==> config.mk <==
export PLATFORM = sky130hd
export DESIGN_NAME = pulse_trim_unit
export DESIGN_NICKNAME = d
export VERILOG_FILES = /design/src/rtl/trim_pkg.sv /design/src/rtl/trim_decode.sv /design/src/rtl/trim_update_fsm.sv /design/src/rtl/trim_prescaler.sv /design/src/rtl/pulse_trim_unit.sv
export SDC_FILE = /design/constraint.sdc
export NUM_CORES = 1
export LEC_CHECK = 0
export BUFFER_PORTS_ARGS = -buffer_cell sky130_fd_sc_hd__buf_2
export CORE_MARGIN = 2
export CORE_UTILIZATION = 60
export DETAILED_ROUTE_END_ITERATION = 10
export PLACE_DENSITY = 0.75
export SYNTH_ARGS = -nofsm -noshare
export SYNTH_HDL_FRONTEND = slang
export SYNTH_SLANG_ARGS = --single-unit
==> constraint.sdc <==
create_clock -name clk -period 3.4 [get_ports clk]
set_input_delay 0.68 -clock clk [delete_from_list [all_inputs] [get_ports clk]]
set_output_delay 0.68 -clock clk [all_outputs]
set_load 0.02 [all_outputs]
==> src/rtl/trim_pkg.sv <==
package trim_pkg;

    // Configuration byte layout: the order matters because the field
    // positions are decoded by the trimmer.
    typedef struct packed {
        logic       long_period;  // bit 7
        logic       subtract;     // bit 6
        logic [5:0] mag;          // bits 5:0
    } trim_cfg_t;

    typedef enum logic [1:0] {
        UPD_IDLE   = 2'd0,
        UPD_SYNC_A = 2'd1,
        UPD_SYNC_B = 2'd2
    } upd_state_e;

    typedef enum logic {
        SEC_PLAIN   = 1'b0,
        SEC_TRIMMED = 1'b1
    } sec_state_e;

endpackage

==> src/rtl/trim_decode.sv <==
module trim_decode #(
    parameter int MAG_W = 6
) (
    input  logic             subtract,
    input  logic [MAG_W-1:0] mag,
    output logic [MAG_W+1:0] pulses,
    output logic             shorten
);
    logic [MAG_W:0] steps;

    always_comb begin
        if (mag == '0) begin
            steps = '0;
        end else if (subtract) begin
            steps = {1'b0, ~mag} + (MAG_W+1)'(1);
        end else begin
            steps = {1'b0, mag} - (MAG_W+1)'(1);
        end
        pulses  = {steps, 1'b0};
        shorten = subtract && (mag != '0);
    end
endmodule

==> src/rtl/trim_update_fsm.sv <==
module trim_update_fsm
    import trim_pkg::*;
(
    input  logic      clk,
    input  logic      rst_n,
    input  logic      osc_en,
    input  logic      wr,
    input  trim_cfg_t wdata,
    output logic      busy,
    output trim_cfg_t active_cfg
);
    upd_state_e state_q, state_d;
    trim_cfg_t  staged_q;

    // state register
    always_ff @(posedge clk) begin
        if (!rst_n) state_q <= UPD_IDLE;
        else        state_q <= state_d;
    end

    // transitions
    always_comb begin
        state_d = state_q;
        unique case (state_q)
            UPD_IDLE:   if (wr)     state_d = UPD_SYNC_A;
            UPD_SYNC_A: if (osc_en) state_d = UPD_SYNC_B;
            UPD_SYNC_B: if (osc_en) state_d = UPD_IDLE;
            default:                state_d = UPD_IDLE;
        endcase
    end

    // data held alongside the states
    always_ff @(posedge clk) begin
        if (!rst_n) begin
            staged_q   <= '0;
            active_cfg <= '0;
        end else begin
            if (state_q == UPD_IDLE && wr) staged_q <= wdata;
            if (state_q == UPD_SYNC_B && osc_en) active_cfg <= staged_q;
        end
    end

    assign busy = (state_q != UPD_IDLE);

    p_busy_after_write_r8: assert property (@(posedge clk) disable iff (!rst_n)
        (wr && !busy) |=> busy);
    p_busy_needs_osc_r8: assert property (@(posedge clk) disable iff (!rst_n)
        (busy && !osc_en) |=> busy);
    p_active_hold_r9: assert property (@(posedge clk) disable iff (!rst_n)
        (state_q != UPD_SYNC_B) |=> $stable(active_cfg));
endmodule

==> src/rtl/trim_prescaler.sv <==
module trim_prescaler
    import trim_pkg::*;
#(
    parameter int PRESC_COUNT = 32768,
    parameter int SHORT_SECS  = 20,
    parameter int LONG_SECS   = 60,
    parameter int MAG_W       = 6,
    localparam int MAX_PULSES = 2 * ((1 << MAG_W) - 1),
    localparam int LEN_MAX    = PRESC_COUNT + MAX_PULSES,
    localparam int CNT_W      = $clog2(LEN_MAX + 1),
    localparam int IDX_W      = $clog2(LONG_SECS),
    localparam int SUB_W      = $clog2(SHORT_SECS)
) (
    input  logic             clk,
    input  logic             rst_n,
    input  logic             osc_en,
    input  logic             alt_sel,
    input  logic             long_period,
    input  logic [MAG_W+1:0] pulses,
    input  logic             shorten,
    output logic             sec_tick,
    output logic [IDX_W-1:0] sec_idx,
    output logic             trim_active
);
    sec_state_e       state_q, state_d;
    logic [CNT_W-1:0] cnt_q, len_q, len_d;
    logic [SUB_W-1:0] sub_q, sub_d;
    logic [IDX_W-1:0] idx_d;
    logic             wrap, boundary, do_trim;

    always_comb begin
        wrap  = osc_en && (cnt_q == len_q - CNT_W'(1));
        idx_d = (sec_idx == IDX_W'(LONG_SECS - 1)) ? '0 : sec_idx + IDX_W'(1);
        sub_d = (sub_q == SUB_W'(SHORT_SECS - 1) || sec_idx == IDX_W'(LONG_SECS - 1))
                ? '0 : sub_q + SUB_W'(1);
        boundary = long_period ? (idx_d == '0) : (sub_d == '0);
        do_trim  = boundary && !alt_sel && (pulses != '0);
        if (!do_trim)     len_d = CNT_W'(PRESC_COUNT);
        else if (shorten) len_d = CNT_W'(PRESC_COUNT) - CNT_W'(pulses);
        else              len_d = CNT_W'(PRESC_COUNT) + CNT_W'(pulses);
    end

    // transitions
    always_comb begin
        state_d = state_q;
        unique case (state_q)
            SEC_PLAIN:   if (wrap) state_d = do_trim ? SEC_TRIMMED : SEC_PLAIN;
            SEC_TRIMMED: if (wrap) state_d = do_trim ? SEC_TRIMMED : SEC_PLAIN;
            default:               state_d = SEC_PLAIN;
        endcase
    end

    // state register
    always_ff @(posedge clk) begin
        if (!rst_n) state_q <= SEC_PLAIN;
        else        state_q <= state_d;
    end

    // counters and outputs
    always_ff @(posedge clk) begin
        if (!rst_n) begin
            cnt_q    <= '0;
            len_q    <= CNT_W'(PRESC_COUNT);
            sec_idx  <= '0;
            sub_q    <= '0;
            sec_tick <= 1'b0;
        end else begin
            sec_tick <= wrap;
            if (wrap) begin
                cnt_q   <= '0;
                len_q   <= len_d;
                sec_idx <= idx_d;
                sub_q   <= sub_d;
            end else if (osc_en) begin
                cnt_q <= cnt_q + CNT_W'(1);
            end
        end
    end

    assign trim_active = (state_q == SEC_TRIMMED);

    p_tick_single_r2: assert property (@(posedge clk) disable iff (!rst_n)
        sec_tick |=> !sec_tick);
    p_idx_range_r3: assert property (@(posedge clk) disable iff (!rst_n)
        sec_idx < IDX_W'(LONG_SECS));
    p_idx_hold_r3: assert property (@(posedge clk) disable iff (!rst_n)
        !sec_tick |-> $stable(sec_idx));
    p_len_range_r4: assert property (@(posedge clk) disable iff (!rst_n)
        (int'(len_q) >= PRESC_COUNT - MAX_PULSES) && (int'(len_q) <= LEN_MAX));
    p_cnt_below_len_r2: assert property (@(posedge clk) disable iff (!rst_n)
        cnt_q < len_q);
    p_trim_hold_r9: assert property (@(posedge clk) disable iff (!rst_n)
        !sec_tick |-> $stable(trim_active));
    p_alt_blocks_r7: assert property (@(posedge clk) disable iff (!rst_n)
        (wrap && alt_sel) |=> !trim_active);
endmodule

==> src/rtl/pulse_trim_unit.sv <==
module pulse_trim_unit
    import trim_pkg::*;
#(
    parameter int PRESC_COUNT = 32768,
    parameter int SHORT_SECS  = 20,
    parameter int LONG_SECS   = 60,
    parameter int MAG_W       = 6,
    localparam int IDX_W      = $clog2(LONG_SECS)
) (
    input  logic             clk,
    input  logic             rst_n,
    input  logic             osc_en,
    input  logic             alt_sel,
    input  logic             cfg_wr,
    input  logic [7:0]       cfg_wdata,
    output logic             busy,
    output logic             sec_tick,
    output logic [IDX_W-1:0] sec_idx,
    output logic             trim_active
);
    trim_cfg_t        active_cfg;
    logic [MAG_W+1:0] pulses;
    logic             shorten;

    trim_update_fsm u_update (
        .clk        (clk),
        .rst_n      (rst_n),
        .osc_en     (osc_en),
        .wr         (cfg_wr),
        .wdata      (trim_cfg_t'(cfg_wdata)),
        .busy       (busy),
        .active_cfg (active_cfg)
    );

    trim_decode #(.MAG_W(MAG_W)) u_decode (
        .subtract (active_cfg.subtract),
        .mag      (active_cfg.mag),
        .pulses   (pulses),
        .shorten  (shorten)
    );

    trim_prescaler #(
        .PRESC_COUNT (PRESC_COUNT),
        .SHORT_SECS  (SHORT_SECS),
        .LONG_SECS   (LONG_SECS),
        .MAG_W       (MAG_W)
    ) u_presc (
        .clk         (clk),
        .rst_n       (rst_n),
        .osc_en      (osc_en),
        .alt_sel     (alt_sel),
        .long_period (active_cfg.long_period),
        .pulses      (pulses),
        .shorten     (shorten),
        .sec_tick    (sec_tick),
        .sec_idx     (sec_idx),
        .trim_active (trim_active)
    );

    p_reset_quiet_r1: assert property (@(posedge clk) !rst_n |=> (!busy && !sec_tick && sec_idx == '0));
endmodule

==> results of run 1 <==
[final cells by class]
| type | instances | share of cell area (%) |
|---|---|---|
| Multi-Input combinational cell | 328 | 56.46 |
| Clock inverter | 6 | 2.287 |
| Clock buffer | 10 | 3.285 |
| Inverter | 9 | 0.8696 |
| Tap cell | 72 | 2.319 |
| Sequential cell | 60 | 30.92 |
| Timing Repair Buffer | 27 | 3.865 |
[layer usage]
metal | vias to the layer above | global-route usage (%)
met3 | 14 | 4.157
met4 | 0 | 12.54
li1 | 1534 | -
met1 | 1415 | 31.50
met2 | 49 | 41.92
met5 | - | 0
[worst paths after layout]
kind	slack, ns	to
worst max-delay path	0.40	u_presc.len_q[2]
worst max register to register	0.40	u_presc.len_q[2]
worst min register to register	0.46	register
worst min-delay path	0.46	register
[metrics by stage]
step,power (mW),cells
global placement,0.8087,496
CTS,1.514,512
floorplan,0.7894,418
finish,1.505,512
global route,1.555,512
detailed placement,0.8103,496
[critical path: stages (launching register included)]
cell and delay (ns):
dfxtp_1 0.36, inv_1 0.09, ha_1 0.18, nor3b_2 0.39, a21boi_1 0.13, or4_4 0.54
nor4_4 0.25, nand4_2 0.23, nor3_1 0.55, a22o_1 0.21
[state kept, by name (all words and copies together) (netlist names), named ones only]
name	flops
u_update.staged_q	8
u_update.active_cfg	8
u_presc.sub_q	5
u_update.state_q	2
u_presc.cnt_q	16
u_presc.len_q	13
u_presc.sec_idx	6
u_presc.sec_tick	1
[where the power goes]
part           internal, mW  switching (mW)  total, mW  leakage (nW)
registers             0.714         0.00964      0.723         0.485
logic                0.0309          0.0403     0.0713          1.05
clock network         0.412           0.298      0.710         0.102
[logic make-up (layout without fill, tap and decap cells)]
logic type / after synthesis / after routing / share of synthesized area (%)
AND/OR/NAND/NOR: 179 / 179 / 27.76
AO/OA/AOI/OAI: 79 / 79 / 15.30
flip-flops: 60 / 60 / 34.08
XOR/XNOR: 39 / 39 / 9.691
buffers and inverters: 30 / 52 / 3.692
multiplexers: 22 / 22 / 6.283
adder cells (fa/ha/maj): 9 / 9 / 3.195
[layout by cell type, fill, tap and decap left out, types with 4 or more instances in the layout]
| cell | instances |
|---|---|
| nor3_1 | 8 |
| nand4_1 | 9 |
| xnor2_1 | 20 |
| dfxtp_1 | 60 |
| or3_1 | 10 |
| a22o_1 | 9 |
| nor2_1 | 60 |
| a21oi_1 | 21 |
| buf_4 | 6 |
| nor4_1 | 6 |
| and3_1 | 6 |
| o21ai_0 | 15 |
| xor2_1 | 19 |
| buf_2 | 21 |
| inv_1 | 9 |
| nand2_1 | 22 |
| mux2i_1 | 21 |
| nand3_1 | 11 |
| and2_1 | 5 |
| a21o_1 | 6 |
| nor2b_1 | 8 |
| nand2b_1 | 6 |
| clkbuf_8 | 9 |
| nand3b_1 | 4 |
| ha_1 | 9 |
==> impl_metrics.tcl, run 1 <==
set metrics [dict create \
    drt-total-wl_um 7460 \
    start_util_pct 63.23 \
    vdd_drop_max_v 0.0002936 \
    timing.final.crit_share_pct 88.33 \
    skew_ns 0.005592 \
    tns_ns 0 \
    postSynthCellCount 418 \
    cts.sinks 60 \
    slew_viol_final 0 \
    worst_slack_ns 0.3969 \
    final_layout_size_suffix_gt1_share_pct 12.27 \
    yosysSeqAreaShare_pct 34.08 \
    synthArstFlopShare_pct 0 \
    drcViolationCount 0 \
    ctsResizeCount 0 \
    hold_path_depth 1 \
    grt_pass1_vias 2747 \
    status "finished, final reports clean" \
    place_hpwl_um 5373 \
    grt.total_usage_pct 25.24 \
    wl_met2_um 3609 \
    met1_length_um 3472 \
    cp_max_fo 8 \
    holdWs_ns 0.4638 \
    synthTopCellsByArea "dfxtp_1 (34%), nor2_1 (6.4%), mux2i_1 (6.0%)" \
    num_rows 27 \
    yosys_warnings 0 \
    r2r_cells 9 \
    netlist_area_um2 3525 \
    die_y_um 80.65 \
    p_per_area_nw_per_um2 387.3 \
    final_core_util_pct 69.70 \
    grt.overflow.total 0 \
    maxCapViolations 0 \
    crit_type "reg2reg" \
    p_leak_nw 1.634 \
    top_layer "met4" \
    wl_per_cell_um 14.57 \
    final_area_um2 3885 \
    r2r_start "u_presc.len_q[1]" \
    hold_buffers 0 \
    multi_input_area_um2 2193 \
    die_w_um 80.65 \
    grt_antenna_before_repair 0 \
    worstSetupStartpoint "u_presc.len_q[1]" \
    synthDistinctLibCells 64 \
    fillers 469 \
    synth_top_area_share_pct 34.08 \
    cts_setup_buffers 0 \
    max_slew_margin_pct 44.16 \
    finalSetupViolCount 0 \
    detail-route-antenna-nets 0 \
    fmax_mhz 333.0 \
    cts_buffers 9 \
    postSynthNetCount 440 \
    grt_max_degree 19 \
    ys.flop_type "dfxtp_1" \
    worst_ep_required_time_ns 3.69 \
    diodes 0 \
    crit_arrival_ns 3.29 \
    tightest_slew_ns 0.8345 \
    worst_hold_path_type "reg2reg" \
    cp-end-kind "register" \
    place_congestion 0.8537 \
    grt_first_pass_wirelength_um 12630 \
    place_ws_ns 0.4444 \
    min_period_ns 3.003 \
    ys_seq_elements 60 \
    synth_top_cell_by_area "dfxtp_1" \
    dieArea_um2 6504 \
    num_io_pins 22 \
    htree_levels 3 \
    synth_common_cells "dfxtp_1 (60), nor2_1 (60), nand2_1 (22), a21oi_1 (21), mux2i_1 (21)" \
    synth.avg_cell_area_um2 8.432 \
    dr_total_vias 3012 \
    finalHoldViolCount 0 \
    cts_max_path_buffers 2 \
    drt-vias-per-instance 5.883 \
    drtIter0Drc 107 \
    cts.clk_slew.worst_paths_ns 0.07 \
    rsz0062_at_grt "no" \
    seqCellArea_um2 1201 \
    core_um2 5574 \
    io_buffer_count 21 \
    cts_tree "built" \
    wl_met3_um 220 \
    clock_latency_ns 0.35 \
    first_pass_iters 4 \
    startpoint_type "register" \
    synth-edff-count 0 \
    nets 457 \
    root_buffer "clkbuf_8" \
    placed_area_um2 3669 \
    areaGrowthSynthToFinish_pct 10.22 \
]
(Power assumes the default switching activity.)
==> run 2: changes to the inputs <==
BUFFER_PORTS_ARGS = not set   (was -buffer_cell sky130_fd_sc_hd__buf_2)
CORE_UTILIZATION = 25   (was 60)
DONT_BUFFER_PORTS = 1   (was not set)
PLACE_DENSITY = 0.34   (was 0.75)
REMOVE_ABC_BUFFERS = 1   (was not set)
==> run 2 against run 1 <==
Net effect: global-route usage fell by 13 points; die area rose by 130%; critical path depth rose by 1; flip-flop and latch count did not move; critical endpoint is now u_presc.len_q[15].
==> impl_metrics.tcl, run 2 (synthesized netlist as in run 1, its figures left out) <==
set metrics [dict create \
    seq_power_share_pct 42.6 \
    startpoint_type "register" \
    grt_first_pass_wirelength_um 14630 \
    layout_common_cells "nor2_1 (60), dfxtp_1 (60), nand2_1 (22)" \
    p_sw_uw 376.1 \
    hold_path_depth 2 \
    slowest_stage "or4_4" \
    grt.overflow.total 0 \
    num_io_pins 22 \
    r2r_cells 10 \
    areaGrowthSynthToFinish_pct 14.09 \
    crit_chain "inv_1 -> ha_1 -> nor3b_2 -> a21boi_1 -> or4_4 -> nor4_4 -> nand4_1 -> nand2_1 -> buf_4 -> a2bb2oi_1" \
    first_pass_iters 4 \
    rrSetupSlack_ns 0.42 \
    cts_buffers 9 \
    worst_hold_path.endpoint "u_update.active_cfg[1]" \
    io_buffer_count 0 \
    fin_cells 602 \
    ctsResizeCount 0 \
    num_rows 43 \
    crit_arrival_ns 3.25 \
    max_slew_margin_pct 37.95 \
    worst_ep_required_time_ns 3.66 \
    pwr-share-comb_pct 3.7 \
    grt_antenna_before_repair 0 \
    hold_buffers 0 \
    htree_levels 3 \
    p_leak_nw 1.592 \
    wl_per_cell_um 14.18 \
    die_y_um 122.7 \
    fmax_mhz 335.0 \
    worst_hold_path_type "reg2reg" \
    finalHoldViolCount 0 \
    cts.clk_slew.worst_paths_ns 0.05 \
    crit_type "reg2reg" \
    min_period_ns 2.985 \
    start_util_pct 25.49 \
    power.internal_mw 1.322 \
    place_hpwl_um 6355 \
    r2r_start "u_presc.len_q[1]" \
    cts_max_path_buffers 2 \
    tightest_slew_ns 0.9273 \
    totalPowerFinal_mw 1.699 \
    drt-vias-per-instance 4.781 \
    cts_tree "built" \
    largest_reg_flops 16 \
    timing.rr.end "u_presc.len_q[15]" \
    root_buffer "clkbuf_16" \
    finalSetupViolCount 0 \
    tns_ns 0 \
    top_regs "u_presc.cnt_q (16), u_presc.len_q (13)" \
    p_per_area_nw_per_um2 422.4 \
    skew_ns 0.007953 \
    switching_share_pct 22.14 \
    drt-total-wl_um 8538 \
    detail-route-antenna-nets 0 \
    diodes 0 \
    dpl.cell_count 587 \
    worst_slack_ns 0.4150 \
    status "finished, final reports clean" \
    cts_setup_buffers 0 \
    rsz0062_at_grt "no" \
    cp-end-kind "register" \
    timing.final.crit_share_pct 87.79 \
    vdd_drop_max_v 0.0002621 \
    dieArea_um2 15060 \
    clock_latency_ns 0.33 \
    core_um2 13830 \
    cp_max_fo 10 \
    largest-register "u_presc.cnt_q" \
    dr_total_vias 2878 \
    grt.total_usage_pct 12.62 \
    place_ws_ns 0.3362 \
    grt_pass1_vias 2858 \
    cts.sinks 60 \
    p_clk_share_pct 53.7 \
    grt_max_degree 23 \
    drtIter0Drc 122 \
    worstHoldStart "u_update.staged_q[1]" \
    final_layout_size_suffix_gt1_share_pct 8.531 \
    drcViolationCount 0 \
    cpPeakStageDelay_ns 0.54 \
    nets 440 \
    slew_viol_final 0 \
    die_w_um 122.7 \
    place_congestion 0.7646 \
    maxCapViolations 0 \
]
[run 2: cell type report]
class	count	area (um^2)
sequential	60	1201
tap	180	225.2
fill	1465	9806
clock buffer	11	242.7
multi-input combinational	328	2193
inverter	9	33.78
timing repair buffer	10	75.07
clock inverter	4	50.05
[run 2: worst max-delay path: cells and delay by family, from the launching register on]
kind                     cells  cell delay [ns]
AO/OA/AOI/OAI                2             0.27
AND/OR/NAND/NOR              5             1.78
adder cells (fa/ha/maj)      1             0.17
flip-flops                   1             0.34
buffers and inverters        2             0.34
[run 2: metal layers]
| layer | vias up | global-route usage [%] | share of wire (%) |
|---|---|---|---|
| met5 | - | 0 | 0 |
| li1 | 1496 | - | - |
| met4 | 0 | 4.310 | 1.4 |
| met1 | 1345 | 15.72 | 49 |
| met2 | 28 | 20.17 | 46 |
| met3 | 9 | 4.414 | 3.4 |
[run 2: worst max path at each step]
| stage | cells after the start | to | startpoint |
|---|---|---|---|
| 5_1_grt | 10 | u_presc.len_q[15] | u_presc.len_q[1] |
| 4_1_cts | 10 | u_presc.len_q[15] | u_presc.len_q[1] |
| 2_1_floorplan | 9 | u_presc.sec_idx[2] | u_presc.len_q[1] |
| 6_report | 10 | u_presc.len_q[15] | u_presc.len_q[1] |
| 3_3_place_gp | 10 | u_presc.len_q[15] | u_presc.len_q[1] |
| 3_5_place_dp | 10 | u_presc.len_q[15] | u_presc.len_q[1] |
[run 2: power by group through the flow]
| stage | logic (mW) | registers (mW) | clock network [mW] |
|---|---|---|---|
| CTS | 0.0649 | 0.724 | 0.949 |
| global route | 0.0725 | 0.725 | 0.980 |
| finish | 0.0628 | 0.724 | 0.912 |
| detailed placement | 0.0644 | 0.739 | 0 |
| global placement | 0.0637 | 0.739 | 0 |
| floorplan | 0.0487 | 0.737 | 0 |
[run 2: through the flow]
step	cell area, um^2	util, %	hold slack (ns)
floorplan	3428	-	0.4571
global placement	3729	26.97	0.4707
detailed placement	3729	26.97	0.4766
CTS	4021	29.08	0.4732
global route	4021	29.08	0.4887
finish	4021	29.08	0.4872
==> run 3: changes to the inputs <==
TNS_END_PERCENT = 20   (was not set)
clock period = 2.9 ns   (was 3.4 ns; I/O delays follow)
==> run 3 against run 2 <==
Net effect: clock power grew 28%; sequential power grew 17%; non-clock buffer count grew 19; global-route usage grew 0.55 points; sequential share of layout area shrank 1.3 points; design area grew 4.6%; clock-buffer cell count grew 1; cell count grew 3.3%; critical path type unchanged.
==> impl_metrics.tcl, run 3 (synthesized netlist as in run 1, its figures left out) <==
set metrics [dict create \
    clock_latency_ns 0.34 \
    detail-route-antenna-nets 0 \
    p_leak_nw 1.716 \
    multi_input_area_um2 2195 \
    drt-vias-per-instance 4.768 \
    dr_total_vias 2966 \
    crit_arrival_ns 3.03 \
    status "finished, final reports clean" \
    diodes 0 \
    pwr-share-comb_pct 3.7 \
    critPathBufInv 2 \
    max_slew_margin_pct 58.77 \
    worst_ep_required_time_ns 3.18 \
    num_rows 43 \
    wl_per_cell_um 14.46 \
    cts.clk_slew.worst_paths_ns 0.05 \
    tns_ns 0 \
    drcViolationCount 0 \
    cts_buffers 9 \
    vdd_drop_max_v 0.0002998 \
    place_hpwl_um 6652 \
    crit_chain "inv_1 -> ha_1 -> xor2_1 -> nand4_1 -> or4_4 -> nor4_4 -> nand4_2 -> buf_12 -> nor4_2 -> a21o_1" \
    min_period_ns 2.742 \
    worstHoldStart "rst_n" \
    fillers 1481 \
    seq_power_share_pct 40.5 \
    grt_max_degree 22 \
    placed_area_um2 3876 \
    largest-register "u_presc.cnt_q" \
    worst_slack_ns 0.1578 \
    seqCellArea_um2 1202 \
    place_congestion 0.8235 \
    die_y_um 122.7 \
    timing.final.crit_share_pct 94.56 \
    switching_share_pct 21.39 \
    cp_max_fo 21 \
    grt.overflow.total 0 \
    cpPeakStageDelay_ns 0.49 \
    first_pass_iters 4 \
    grt_antenna_before_repair 0 \
    drt-total-wl_um 8992 \
    finalHoldViolCount 0 \
    p_clk_share_pct 55.7 \
    slowest_stage "nor4_2" \
    cp-end-kind "register" \
    root_buffer "clkbuf_16" \
    rsz0062_at_grt "yes" \
    num_io_pins 22 \
    areaGrowthSynthToFinish_pct 19.31 \
    slew_viol_final 0 \
    layout_common_cells "nor2_1 (60), dfxtp_1 (59), buf_4 (28)" \
    p_per_area_nw_per_um2 498.0 \
    startpoint_type "register" \
    tightest_slew_ns 0.6128 \
    power.internal_mw 1.646 \
    top_regs "u_presc.cnt_q (16), u_presc.len_q (13)" \
    fmax_mhz 364.7 \
    finalSetupViolCount 0 \
    cpLargestDelayFamily "simple AND/OR/NAND/NOR gates" \
    final_core_util_pct 30.41 \
    grt.total_usage_pct 13.16 \
    cts.sinks 60 \
    drtIter0Drc 104 \
    worstSetupStartpoint "u_presc.len_q[2]" \
    cts_tree "built" \
    cts_max_path_buffers 2 \
    nets 459 \
    place_ws_ns 0.1099 \
    final_layout_size_suffix_gt1_share_pct 12.90 \
    skew_ns 0.009554 \
    io_buffer_count 0 \
    r2r_start "u_presc.len_q[2]" \
    maxCapViolations 0 \
    p_sw_uw 448.0 \
    htree_levels 3 \
    largest_reg_flops 16 \
    dieArea_um2 15060 \
    start_util_pct 25.49 \
    layout_commonest_cell "nor2_1" \
    die_w_um 122.7 \
    final_area_um2 4205 \
    crit_type "reg2reg" \
    grt_pass1_vias 2952 \
    grt_first_pass_wirelength_um 15080 \
    core_um2 13830 \
    worst_hold_path_type "in2reg" \
]
[run 3: stage by stage]
| stage | hold slack (ns) | total power, mW | cells |
|---|---|---|---|
| 2_1_floorplan | 0.4571 | 0.9209 | 397 |
| 3_3_place_gp | 0.4740 | 0.9459 | 605 |
| 3_5_place_dp | 0.4824 | 0.9465 | 605 |
| 4_1_cts | 0.3671 | 2.146 | 621 |
| 5_1_grt | 0.3724 | 2.196 | 622 |
| 6_report | 0.3813 | 2.094 | 622 |
[run 3: layout make-up]
class	instances	share of cell area (%)
Clock inverter	4	1.726
Inverter	9	0.8033
Multi-Input combinational cell	328	52.19
Tap cell	180	5.356
Clock buffer	12	5.861
Sequential cell	60	28.59
Timing Repair Buffer	29	5.475
[run 3: worst paths after layout]
check / to / slack [ns] / cells after the start
min reg2reg: u_update.active_cfg[5] / 0.49 / 2
max reg2reg: u_presc.len_q[12] / 0.16 / 10
max: u_presc.len_q[12] / 0.16 / 10
min: u_presc.sub_q[4] / 0.38 / 2
[run 3: metal layers]
metal	vias to the layer above	global-route usage, %	part of all wire (%)
met3	8	4.600	3.9
met5	-	0	0
met2	37	21.89	47
li1	1531	-	-
met1	1390	15.53	48
met4	0	4.957	1.4
[run 3: repair_timing]
action	in CTS	in global routing
endpoints found under the setup margin	0	13
buffers inserted	0	1
gates resized for setup	0	2
hold buffers	0	0
[run 3: power by group through the flow]
| stage | Clock (mW) | Sequential, mW | Combinational, mW |
|---|---|---|---|
| after detailed placement | 0 | 0.867 | 0.0799 |
| final | 1.17 | 0.849 | 0.0781 |
| after CTS | 1.22 | 0.849 | 0.0802 |
| after global routing | 1.25 | 0.851 | 0.0906 |
| after global placement | 0 | 0.867 | 0.0793 |
| after floorplan | 0 | 0.864 | 0.0571 |
